===== config.mk =====
export PLATFORM = sky130hd
export DESIGN_NAME = frac_usec_counter
export DESIGN_NICKNAME = d
export VERILOG_FILES = /design/src/rtl/frac_usec_pkg.sv /design/src/rtl/frac_usec_ctrl.sv /design/src/rtl/frac_usec_dp.sv /design/src/rtl/frac_usec_counter.sv
export SDC_FILE = /design/constraint.sdc
export NUM_CORES = 1
export LEC_CHECK = 0
export ABC_AREA = 0
export BUFFER_PORTS_ARGS = -buffer_cell sky130_fd_sc_hd__buf_2
export CORE_MARGIN = 8
export CORE_UTILIZATION = 40
export DETAILED_ROUTE_END_ITERATION = 8
export PLACE_DENSITY = 0.64
export REMOVE_ABC_BUFFERS = 1
export SYNTH_ARGS = -nofsm -noshare
export SYNTH_HDL_FRONTEND = slang
export SYNTH_SLANG_ARGS = --single-unit

===== constraint.sdc =====
create_clock -name clk -period 11.65 [get_ports clk]
set_input_delay 0.5825 -clock clk [delete_from_list [all_inputs] [get_ports clk]]
set_output_delay 0.5825 -clock clk [all_outputs]
set_load 0.01 [all_outputs]

===== src/rtl/frac_usec_pkg.sv =====
package frac_usec_pkg;
  localparam int FIELD_W = 8;
  localparam int CFG_W   = 2 * FIELD_W;

  typedef struct packed {
    logic               clearAcc;
    logic               runEn;
    logic [FIELD_W-1:0] numM1;
    logic [FIELD_W-1:0] denM1;
  } tickCtl_t;
endpackage


===== src/rtl/frac_usec_ctrl.sv =====
module frac_usec_ctrl
  import frac_usec_pkg::*;
#(
  parameter int ADDR_W = 8,
  parameter int DATA_W = 32,
  parameter int COUNT_W = 32,
  parameter logic [ADDR_W-1:0] OFF_CNT = 8'h10,
  parameter logic [ADDR_W-1:0] OFF_CFG = 8'h14,
  parameter logic [ADDR_W-1:0] OFF_FRZ = 8'h4C,
  parameter logic [CFG_W-1:0]  CFG_RESET = 16'h000B
) (
  input  logic               clk,
  input  logic               rst,
  input  logic               wrEn,
  input  logic [ADDR_W-1:0]  addr,
  input  logic [DATA_W-1:0]  wrData,
  input  logic [COUNT_W-1:0] countVal,
  output tickCtl_t           ctl,
  output logic [DATA_W-1:0]  rdData
);
  logic [CFG_W-1:0] cfgReg;
  logic             frozen;
  logic             wrCfg;
  logic             wrFrz;
  logic             unusedWrBits;

  assign wrCfg = wrEn && (addr == OFF_CFG);
  assign wrFrz = wrEn && (addr == OFF_FRZ);
  assign unusedWrBits = ^wrData[DATA_W-1:CFG_W];

  always_ff @(posedge clk) begin
    if (rst) begin
      cfgReg <= CFG_RESET;
      frozen <= 1'b0;
    end else begin
      if (wrCfg) cfgReg <= wrData[CFG_W-1:0];
      if (wrFrz) frozen <= wrData[0];
    end
  end

  always_comb begin
    ctl.clearAcc = wrCfg;
    ctl.runEn    = !frozen && !wrCfg;
    ctl.numM1    = cfgReg[CFG_W-1:FIELD_W];
    ctl.denM1    = cfgReg[FIELD_W-1:0];
  end

  always_comb begin
    rdData = '0;
    if (addr == OFF_CNT)      rdData[COUNT_W-1:0] = countVal;
    else if (addr == OFF_CFG) rdData[CFG_W-1:0]   = cfgReg;
    else if (addr == OFF_FRZ) rdData[0]           = frozen;
  end

  // configuration changes only on a write to its offset
  p_cfg_hold_r6: assert property (@(posedge clk) disable iff (rst)
    !$past(wrCfg) |-> $stable(cfgReg));

  // freeze bit changes only on a write to its offset
  p_frz_hold_r5: assert property (@(posedge clk) disable iff (rst)
    !$past(wrFrz) |-> $stable(frozen));
endmodule


===== src/rtl/frac_usec_dp.sv =====
module frac_usec_dp
  import frac_usec_pkg::*;
#(
  parameter int COUNT_W = 32
) (
  input  logic               clk,
  input  logic               rst,
  input  tickCtl_t           ctl,
  output logic [COUNT_W-1:0] countVal
);
  localparam int ACC_W = FIELD_W + 2;

  logic [ACC_W-1:0] acc;
  logic [ACC_W-1:0] inc;
  logic [ACC_W-1:0] div;
  logic [ACC_W-1:0] sum;
  logic [ACC_W-1:0] rem;
  logic [ACC_W-1:0] accNext;
  logic             tickNow;

  always_comb begin
    inc     = {2'b00, ctl.numM1} + ACC_W'(1);
    div     = {2'b00, ctl.denM1} + ACC_W'(1);
    sum     = acc + inc;
    rem     = sum - div;
    tickNow = ctl.runEn && (sum >= div);
    if (sum >= div) accNext = (rem >= div) ? {2'b00, ctl.denM1} : rem;
    else            accNext = sum;
  end

  always_ff @(posedge clk) begin
    if (rst) begin
      acc      <= '0;
      countVal <= '0;
    end else if (ctl.clearAcc) begin
      acc <= '0;
    end else if (ctl.runEn) begin
      acc <= accNext;
      if (tickNow) countVal <= countVal + COUNT_W'(1);
    end
  end

  // remainder stays below the divisor
  p_acc_below_div_r3: assert property (@(posedge clk) disable iff (rst)
    acc <= {2'b00, ctl.denM1});

  // counter advances by at most one per clock
  p_step_one_r3: assert property (@(posedge clk) disable iff (rst)
    (countVal == $past(countVal)) || (countVal == $past(countVal) + COUNT_W'(1)));

  // nothing moves while not running
  p_hold_r5: assert property (@(posedge clk) disable iff (rst)
    !$past(ctl.runEn) |-> $stable(countVal));

  // configuration write leaves the accumulator empty
  p_clear_r6: assert property (@(posedge clk) disable iff (rst)
    $past(ctl.clearAcc) |-> (acc == '0));
endmodule


===== src/rtl/frac_usec_counter.sv =====
module frac_usec_counter
  import frac_usec_pkg::*;
#(
  parameter int ADDR_W  = 8,
  parameter int DATA_W  = 32,
  parameter int COUNT_W = 32
) (
  input  logic              clk,
  input  logic              rst,
  input  logic              wrEn,
  input  logic [ADDR_W-1:0] addr,
  input  logic [DATA_W-1:0] wrData,
  output logic [DATA_W-1:0] rdData
);
  tickCtl_t           ctl;
  logic [COUNT_W-1:0] countVal;

  frac_usec_ctrl #(
    .ADDR_W(ADDR_W), .DATA_W(DATA_W), .COUNT_W(COUNT_W)
  ) uCtrl (
    .clk(clk), .rst(rst), .wrEn(wrEn), .addr(addr), .wrData(wrData),
    .countVal(countVal), .ctl(ctl), .rdData(rdData)
  );

  frac_usec_dp #(.COUNT_W(COUNT_W)) uDp (
    .clk(clk), .rst(rst), .ctl(ctl), .countVal(countVal)
  );
endmodule


# Word level (Yosys, flattened, before mapping)
# Cells that the tools add are included.
[totals] regBits=59 in_bits=43 output_inout_bits=32 word_cells=30
[classes] addsub=5 order_cmp=2 n_eq_ne=3 muxes=7 n_bitwise=1 reduce_logical=8
[ops] operator="$add A32 B1 Y32 const B" count=1
[ops] operator="$mux W16" count=2
[ops] operator="$ge A10 B10 Y1" count=2
[ops] operator="$mux W10" count=2
[ops] operator="$add A8 B1 Y9 const B" count=2
[ops] operator="$eq A8 B5 Y1 const B" count=2
[ops] operator="$mux W15" count=1
[ops] operator="$add A10 B10 Y10" count=1
[ops] operator="$sub A10 B10 Y10" count=1
[ops] operator="$eq A8 B7 Y1 const B" count=1
[ops] operator="$logic_and A1 B1 Y1" count=4
[ops] operator="$reduce_and A3 Y1" count=1
[ops] operator="$logic_not A1 Y1" count=2
[ops] operator="$mux W1" count=2
[ops] operator="$reduce_or A2 Y1" count=1
[ops] operator="$not A1 Y1" count=1

# Longest topological paths before layout
# Gate-level depths: netlist of the first run.
[depth] depth_word=6 mapped_depth=22 mapped_depth_nobuf=21

# By module
# Synthesis of the first run repeated with hierarchy kept, for this count alone.
[hier_totals] cells_unflattened=521 area_unflattened_um2=4321.6
[by_module_without_submodules] mod="frac_usec_dp" instances=1 cells_each=399 area_each_um2=3199.3 seq_area_each_um2=840.8
[by_module_without_submodules] mod="frac_usec_ctrl" instances=1 cells_each=122 area_each_um2=1122.3 seq_area_each_um2=340.3

# Worst setup path after synthesis of the first run
# Ideal clock, no wire load.
[synth_timing] path_type="register to register" startpoint="register uCtrl.cfgReg[8]" endpoint="register uDp.acc[7]" setup_time_ns=0.126 arrival_ns=4.223 required_ns=11.524 slack_ns=7.300 path_stages_with_launch=23 path_buffers=1 synth_period_minus_slack_ns=4.350 path_cell_list="dfxtp_1 ha_1 nand3_1 nor2_1 xor2_1 ha_1 a21oi_1 inv_1 o22ai_2 xnor2_1 ha_1 a31o_2 a41o_1 a21oi_1 xnor2_1 ha_1 nand4_1 nor2_1 a21oi_1 and4_1 buf_1 mux2i_1 o211ai_1"
[synth_via] elab_chain_len=6 elab_cells_between_ends=7 classes_between="add/sub: 3; order compare: 2; mux: 2"
[synth_lines] element="from (decl)" line_no="frac_usec_ctrl.sv:21" rtl="logic [CFG_W-1:0] cfgReg;"
[synth_lines] element="from (signal assigned)" line_no="frac_usec_ctrl.sv:36" rtl="if (wrCfg) cfgReg <= wrData[CFG_W-1:0];"
[synth_lines] element="$add A8 B1 Y9 *" line_no="frac_usec_dp.sv:22" rtl="inc = {2'b00, ctl.numM1} + ACC_W'(1);"
[synth_lines] element="$add A10 B10 Y10 *" line_no="frac_usec_dp.sv:24" rtl="sum = acc + inc;"
[synth_lines] element="$sub A10 B10 Y10" line_no="frac_usec_dp.sv:25" rtl="rem = sum - div;"
[synth_lines] element="$ge A10 B10 Y1" line_no="frac_usec_dp.sv:27" rtl="if (sum >= div) accNext = (rem >= div) ? {2'b00, ctl.denM1} : rem;"
[synth_lines] element="$mux W10" line_no="frac_usec_dp.sv:27"
[synth_lines] element="$mux W10 *" line_no="frac_usec_dp.sv:27"
[synth_lines] element="to (signal assigned)" line_no="frac_usec_dp.sv:38" rtl="acc <= accNext;"
[synth_lines] element="to (decl)" line_no="frac_usec_dp.sv:13" rtl="logic [ACC_W-1:0] acc;"
# Mark *: on every way between the ends. The rest lies on a longest branch, timed or not.
# A chain may end at the register's enable or synchronous reset.

# Final worst setup path of the first run
[layout_timing] startpoint="register uCtrl.cfgReg[8]" endpoint="register uDp.acc[3]"
# The elaborated chain is that of the path after synthesis.

==> results of run 1 <==
[layout make-up]
cell class / instances / area (µm²)
flip-flops and latches: 59 / 1180
inverters: 11 / 41.3
clock buffers: 12 / 267
fillers: 1086 / 6000
clock inverters: 4 / 95.1
multi-input cells: 464 / 3190
well taps: 143 / 179
repair buffers: 61 / 313
[power groups by stage]
stage	clock, W	combinational [W]	sequential, W
after floorplan	0	0.0000267	0.000209
after detailed placement	0	0.0000446	0.000210
final	0.000318	0.0000448	0.000206
after CTS	0.000323	0.0000451	0.000205
after global routing	0.000333	0.0000507	0.000206
after global placement	0	0.0000432	0.000210
[synthesized netlist by cell type (all sizes together) (4+ instances only)]
library cell,number
a21o,7
a21oi,33
and2,19
and3,13
and4,5
buf,10
clkbuf,20
dfxtp,59
ha,32
inv,11
mux2,18
mux2i,27
nand2,54
nand2b,4
nand3,36
nand4,10
nor2,54
nor2b,23
nor3,4
nor4,14
o211ai,11
o21ai,14
o21bai,4
o31ai,7
or3,4
or4,9
xnor2,15
xor2,13
[stage by stage]
step	setup slack (ns)	cell area (µm²)	util, %	hold WS (ns)	std cells
floorplan	6.67	4400	-	0.448	534
global placement	6.77	4910	43.5	0.473	738
detailed placement	6.65	4910	43.5	0.488	738
CTS	6.64	5270	46.7	0.459	754
global route	6.29	5270	46.7	0.479	754
finish	6.64	5270	46.7	0.465	754
[routing by layer]
metal | up-vias | part of all wire, % | GRT usage, %
met2 | 108 | 51 | 31.0
met1 | 1999 | 42 | 19.5
met4 | 0 | 2.1 | 7.01
met5 | - | 0 | 0
li1 | 2115 | - | -
met3 | 21 | 4.7 | 3.54
[flip-flops by register name, indices dropped and copies added, names as in the netlist]
name and flops:
uDp.countVal 32, uDp.acc 10, uCtrl.cfgReg 16, uCtrl.frozen 1
[logic make-up after synthesis]
family	after synthesis	synth area share (%)
and+or+nand+nor	260	29.9
AOI/OAI and AO/OA	96	14.0
DFF	59	25.9
muxes	45	10.4
buffers and inverters	41	4.20
adders and majority gates	34	9.67
xor gates and xnor gates	29	5.88
[critical path: stages, from the launching register on]
cell,delay [ns]
sky130_fd_sc_hd__dfxtp_1,0.49
sky130_fd_sc_hd__ha_1,0.24
sky130_fd_sc_hd__nand3_1,0.13
sky130_fd_sc_hd__nor2_1,0.21
sky130_fd_sc_hd__xor2_1,0.16
sky130_fd_sc_hd__ha_1,0.30
sky130_fd_sc_hd__a21oi_1,0.23
sky130_fd_sc_hd__inv_1,0.08
sky130_fd_sc_hd__o22ai_2,0.19
sky130_fd_sc_hd__xnor2_1,0.20
sky130_fd_sc_hd__ha_1,0.32
sky130_fd_sc_hd__a31o_2,0.24
sky130_fd_sc_hd__a41o_1,0.25
sky130_fd_sc_hd__a21oi_1,0.16
sky130_fd_sc_hd__xnor2_1,0.18
sky130_fd_sc_hd__ha_1,0.30
sky130_fd_sc_hd__nand4_1,0.09
sky130_fd_sc_hd__nor2_1,0.05
sky130_fd_sc_hd__a21oi_1,0.14
sky130_fd_sc_hd__and4_1,0.53
sky130_fd_sc_hd__mux2i_1,0.27
sky130_fd_sc_hd__o211ai_1,0.11
[path summary, 6_finish.rpt]
kind                                      start              end  cells after the start  slack, ns
worst max-delay path            uCtrl.cfgReg[8]       uDp.acc[3]                     21       6.64
worst min-delay path                  wrData[3]  uCtrl.cfgReg[3]                      3       0.47
worst max register to register  uCtrl.cfgReg[8]       uDp.acc[3]                     21       6.64
worst min register to register  uDp.countVal[8]  uDp.countVal[8]                      2       0.50
==> parameters.txt, run 1 <==
Parameter                              Value

Drt
  DRC Markers ... 0
  Drt via density ... 5.63
  Detailed-route wire length ... 12.5 mm
  Iter 0 DRT Violations ... 179
  Vias after detailed routing ... 4243
  DRT antenna net count ... 0
  Drt pass-1 iters ... 5
  Detail-routed net length per standard cell ... 16.5 µm

Timing
  RSZ-0062 raised after global routing ... false
  Final critical-path required period ... 5.01 ns
  Final hold violation count ... 0
  Total negative slack for setup checks ... 0 ns
  Slew headroom ... 37.8%
  Worst-case clock skew ... 0.00679 ns
  Measured slew at the worst slew-check pin ... 0.930 ns
  Final-report max-slew violation count ... 0
  Fmax ... 200 MHz
  Number of failing setup endpoints in the final timing report ... 0
  Post-route clock period utilization ... 43.0%

Critical path
  Worst setup path class ... reg -> reg
  Biggest fanout along the worst timing path ... 9
  Critical Path Start Type ... flop
  Type of destination of the critical path ... flop
  Required time of the critical path ... 11.84 ns
  Arrival time worst endpoint ... 5.20 ns

Clock tree
  Clock edge transition at the registers on the reported setup and hold paths ... 0.05 ns
  TritonCTS clock tree ... built
  Source-to-sink clock delay at the later pin of the worst-skew pair ... 0.33 ns
  Post-cts hold buffer count ... 0
  Number of buffers inserted to repair setup after CTS ... 0
  Buffer depth of the longest clock path ... 2
  Htree depth ... 3
  Master cell of the clock root buffer ... sky130_fd_sc_hd__clkbuf_16
  Num Clock Sinks ... 59
  Post-cts repair resize count ... 0
  Total CTS buffers ... 9

Synth
  Number of enable flip-flop cells after synthesis ... 0
  Count of unique library cells instantiated by Yosys ... 59
  Number of synthesis warnings ... 0
  Cells after Synth ... 564
  Top cells by area in the synthesized netlist ... sky130_fd_sc_hd__dfxtp_1 26%, sky130_fd_sc_hd__ha_1 8.8%, sky130_fd_sc_hd__mux2i_1 5.9%, sky130_fd_sc_hd__nand2_1 4.5%, sky130_fd_sc_hd__nor2_1 4.4%
  Proportion of synthesized chip area in sequential cells ... 25.9%
  Number of synthesized register bits ... 59
  Area fraction of the dominant cell type after synthesis ... 25.9%
  Main flop type after synthesis ... sky130_fd_sc_hd__dfxtp_1
  Async SR Flop Fraction ... 0%
  Netlist area before placement ... 0.00455 mm²
  Mean area per synthesized cell ... 8.07 µm²
  Cell accounting for the most synthesized area ... sky130_fd_sc_hd__dfxtp_1

Die
  Die width ... 123 µm
  Io pins ... 75
  Core ar. ... 0.0113 mm²
  Area of the die ... 0.0151 mm²
  Num rows ... 39
  Vertical die dimension ... 123 µm
  Initial core utilization ... 40.4%

Placement
  Half-perimeter wire length after placement ... 9.42 mm
  Routability cong. ... 0.826
  Total of buffers placed on input and output ports ... 58

Flow run
  Max-cap violations ... 0

Global routing
  GRT Total Usage ... 17.3%
  Initial antenna violation count ... 0
  Maximum number of pins on one net before global-route repair ... 74
  GRT Residual Overflow ... 0
  Vias in the first global route ... 4331
  Global-route wire length before repair ... 20.9 mm

Pwr
  Net switching fraction of the power ... 21.1%
  Post-route total power ... 0.000568 W
  Clock network fraction of total power ... 55.9%
  Largest voltage drop on the vdd net ... 79.9 µV
  Combinational cell fraction of total power ... 7.9%
  Leak pwr ... 2.26 nW
  Internal portion of total power ... 0.000449 W
  Register share of total power ... 36.2%
  Switching power total ... 0.000120 W
  Power Density ... 108 mW/mm²

Finish
  Fraction of layout instances using a drive strength above 1 ... 14.7%
  Antenna Cells ... 0
  Leading cell types in the layout, fill and taps excluded ... 59 x sky130_fd_sc_hd__dfxtp_1, 58 x sky130_fd_sc_hd__buf_2, 54 x sky130_fd_sc_hd__nand2_1
  Area Overhead vs Synth ... 15.7%
  Final nets ... 683
  Most common library cell in the layout ignoring fill and taps ... sky130_fd_sc_hd__dfxtp_1

Run status
  Status ... complete, no violations

Min path
  Type of the most critical hold path ... in -> reg
No activity file was read; power rests on OpenSTA's default activity.
==> inputs of run 2 (changes only) <==
--- a/config.mk
+++ b/config.mk
@@ -10,7 +10,7 @@
 export CORE_MARGIN = 8
 export CORE_UTILIZATION = 40
 export DETAILED_ROUTE_END_ITERATION = 8
-export PLACE_DENSITY = 0.64
+export PLACE_DENSITY = 0.66
 export REMOVE_ABC_BUFFERS = 1
 export SYNTH_ARGS = -nofsm -noshare
 export SYNTH_HDL_FRONTEND = slang
==> constraint.sdc (replaced) <==
create_clock -name clk -period 4.5 [get_ports clk]
set_input_delay 0.225 -clock clk [delete_from_list [all_inputs] [get_ports clk]]
set_output_delay 0.225 -clock clk [all_outputs]
set_load 0.01 [all_outputs]
==> run 2 against run 1 <==
Effect of this change: global-route usage is essentially flat; design area grew 5.3%; wire length up 6.0%; worst hold slack worse by 0.35 ns; first-iteration DRC count grew 45%; combinational power grew to 2.8 times the previous value; highest routed layer unchanged.
==> parameters.txt, run 2 (same netlist as run 1, synthesis figures left out) <==
Parameter                              Value

Run status
  Status ... complete, no violations (unchanged)

Pwr
  Power Density ... 241 mW/mm² (was 108 mW/mm²)
  Leak pwr ... 2.36 nW (was 2.26 nW)
  Largest voltage drop on the vdd net ... 263 µV (was 79.9 µV)
  Post-route total power ... 0.00134 W (was 0.000568 W)

Timing
  Total negative slack for setup checks ... 0 ns (unchanged)
  Final hold violation count ... 0 (unchanged)
  Slew headroom ... 45.5% (was 37.8%)
  Worst-case clock skew ... 0.00531 ns (was 0.00679 ns)
  Post-route clock period utilization ... 95.2% (was 43.0%)
  Final-report max-slew violation count ... 0 (unchanged)
  Final critical-path required period ... 4.29 ns (was 5.01 ns)
  Measured slew at the worst slew-check pin ... 0.814 ns (was 0.930 ns)
  Number of failing setup endpoints in the final timing report ... 0 (unchanged)
  Fmax ... 233 MHz (was 200 MHz)
  Post-Route Hold Slack ... 0.111 ns (was 0.465 ns)

Clock tree
  Source-to-sink clock delay at the later pin of the worst-skew pair ... 0.33 ns (about the same)
  Total CTS buffers ... 9 (unchanged)
  TritonCTS clock tree ... built (unchanged)
  Master cell of the clock root buffer ... sky130_fd_sc_hd__clkbuf_16 (unchanged)
  Clock edge transition at the registers on the reported setup and hold paths ... 0.05 ns (about the same)
  Htree depth ... 3 (unchanged)
  Post-cts hold buffer count ... 0 (unchanged)
  Buffer depth of the longest clock path ... 2 (unchanged)
  Num Clock Sinks ... 59 (unchanged)

Finish
  Post-layout instance area ... 0.00555 mm² (was 0.00527 mm²)
  Largest regs ... uDp.countVal (32), uCtrl.cfgReg (16), uDp.acc (10) (unchanged)
  Core utilization of the finished layout ... 49.2% (was 46.7%)
  Final nets ... 702 (was 683)
  Antenna Cells ... 0 (unchanged)
  Fraction of layout instances using a drive strength above 1 ... 21.4% (was 14.7%)
  Largest reg by FF count ... uDp.countVal (unchanged)
  Area Overhead vs Synth ... 21.9% (was 15.7%)
  Leading cell types in the layout, fill and taps excluded ... 58 x sky130_fd_sc_hd__buf_2, 56 x sky130_fd_sc_hd__dfxtp_1, 54 x sky130_fd_sc_hd__nand2_1 (was 59 x sky130_fd_sc_hd__dfxtp_1, 58 x sky130_fd_sc_hd__buf_2, 54 x sky130_fd_sc_hd__nand2_1)
  Max reg flops ... 32 (unchanged)
  Most common library cell in the layout ignoring fill and taps ... sky130_fd_sc_hd__buf_2 (was sky130_fd_sc_hd__dfxtp_1)

Critical path
  Required time of the critical path ... 4.71 ns (was 11.84 ns)
  Slowest Stage Delay on Critical Path ... 0.34 ns (was 0.53 ns)
  Sequence of cells on the critical path ... ha_2 -> nand3_2 -> nor2_4 -> xor2_2 -> ha_2 -> a21oi_2 -> inv_1 -> o22ai_4 -> xnor2_2 -> ha_4 -> a31o_2 -> a41o_1 -> a21oi_2 -> xnor2_2 -> ha_1 -> nand4_1 -> nor2_1 -> a21oi_1 -> and4_4 -> buf_12 -> mux2i_2 -> o211ai_1 (was ha_1 -> nand3_1 -> nor2_1 -> xor2_1 -> ha_1 -> a21oi_1 -> inv_1 -> o22ai_2 -> xnor2_1 -> ha_1 -> a31o_2 -> a41o_1 -> a21oi_1 -> xnor2_1 -> ha_1 -> nand4_1 -> nor2_1 -> a21oi_1 -> and4_1 -> mux2i_1 -> o211ai_1)
  Worst setup path class ... reg -> reg (unchanged)
  Biggest fanout along the worst timing path ... 9 (unchanged)
  Cell with the largest stage delay on the worst path ... sky130_fd_sc_hd__ha_2 (was sky130_fd_sc_hd__and4_1)
  Type of destination of the critical path ... flop (unchanged)
  Critical Path Start Type ... flop (unchanged)
  Arrival time worst endpoint ... 4.49 ns (was 5.20 ns)

Drt
  Amount of wire on met3 after detailed routing ... 619 µm (was 592 µm)
  Vias after detailed routing ... 4390 (was 4243)
  Drt pass-1 iters ... 5 (unchanged)
  Detail-routed net length per standard cell ... 17.1 µm (was 16.5 µm)
  Routed metal-1 wire length ... 5.74 mm (was 5.22 mm)
  Iter 0 DRT Violations ... 260 (was 179)
  DRC Markers ... 0 (unchanged)
  DRT antenna net count ... 0 (unchanged)
  Met2 Routed Length ... 6.66 mm (was 6.39 mm)
  Detailed-route wire length ... 13.2 mm (was 12.5 mm)
  Drt via density ... 5.68 (was 5.63)
  Uppermost metal layer occupied by signal nets ... met4 (unchanged)

Global routing
  GRT Residual Overflow ... 0 (unchanged)
  GRT Total Usage ... 17.2% (was 17.3%)
  Global-route wire length before repair ... 20.9 mm (about the same)
  Vias in the first global route ... 4234 (was 4331)
  Initial antenna violation count ... 0 (unchanged)
  Maximum number of pins on one net before global-route repair ... 74 (unchanged)

Min path
  Type of the most critical hold path ... in -> reg (unchanged)

Placement
  Post-detailed-placement cell area ... 0.00500 mm² (was 0.00491 mm²)
  Half-perimeter wire length after placement ... 9.62 mm (was 9.42 mm)
  Total of buffers placed on input and output ports ... 58 (unchanged)
  Routability cong. ... 0.871 (was 0.826)

Die
  Num rows ... 39 (unchanged)
  Die width ... 123 µm (unchanged)
  Core ar. ... 0.0113 mm² (unchanged)
  Vertical die dimension ... 123 µm (unchanged)
  Initial core utilization ... 40.4% (unchanged)
  Io pins ... 75 (unchanged)
  Area of the die ... 0.0151 mm² (unchanged)

Flow run
  Max-cap violations ... 0 (unchanged)
-- run 2: changes by cell type in the layout (fill, tap and decap cells not counted), sizes merged --
cell	delta
clkinvlp	+1
buf	+18
clkinv	+2
bufinv	-2
-- run 2: worst paths after layout --
path | startpoint | endpoint | slack (ns) | cells past startpoint
max | uCtrl.cfgReg[9] | uDp.acc[4] | 0.21 | 22
max reg2reg | uCtrl.cfgReg[9] | uDp.acc[4] | 0.21 | 22
min | wrData[1] | uCtrl.cfgReg[1] | 0.11 | 3
min reg2reg | uCtrl.cfgReg[12] | uCtrl.cfgReg[12] | 0.49 | 2
-- run 2: cell type report --
type	count	area (µm²)
fillers	1069	5720
multi-input cells	464	3350
flip-flops and latches	59	1180
repair buffers	80	498
clock buffers	11	243
inverters	11	41.3
clock inverters	5	52.6
well taps	143	179
-- run 2: metal layers --
layer	vias to the layer above	GRT usage [%]
met5	-	0
met4	0	6.17
met3	20	2.99
met2	98	29.8
met1	2114	20.9
li1	2158	-
-- run 2: worst max-delay path, delay by kind of cell, from the launching register on --
family | cells | cell delay, ns
simple gates | 5 | 0.64
flops | 1 | 0.33
mux | 1 | 0.22
fa+ha+maj | 4 | 1.10
compound gates | 7 | 1.21
xor+xnor | 3 | 0.44
buf+inv | 2 | 0.22
-- run 2: per-stage QoR --
| stage | setup WS, ns | instances |
|---|---|---|
| 4_1_cts | 0.0123 | 763 |
| 3_3_place_gp | 0.0565 | 747 |
| 5_1_grt | -0.0377 | 773 |
| 2_1_floorplan | -0.482 | 534 |
| 6_report | 0.214 | 773 |
| 3_5_place_dp | -0.00848 | 747 |
-- run 2: what timing repair did --
action	4_1_cts	5_1_grt
buffers inserted	0	9
setup endpoints to repair	6	26
pin swaps	0	14
gates cloned	0	1
resized for setup	2	28
-- run 2: power by group --
part | switching (W) | internal (W) | total (W)
combinational | 0.0000705 | 0.0000532 | 0.000124
clock | 0.000242 | 0.000440 | 0.000683
sequential | 0.00000559 | 0.000527 | 0.000533
total | 0.000318 | 0.00102 | 0.00134
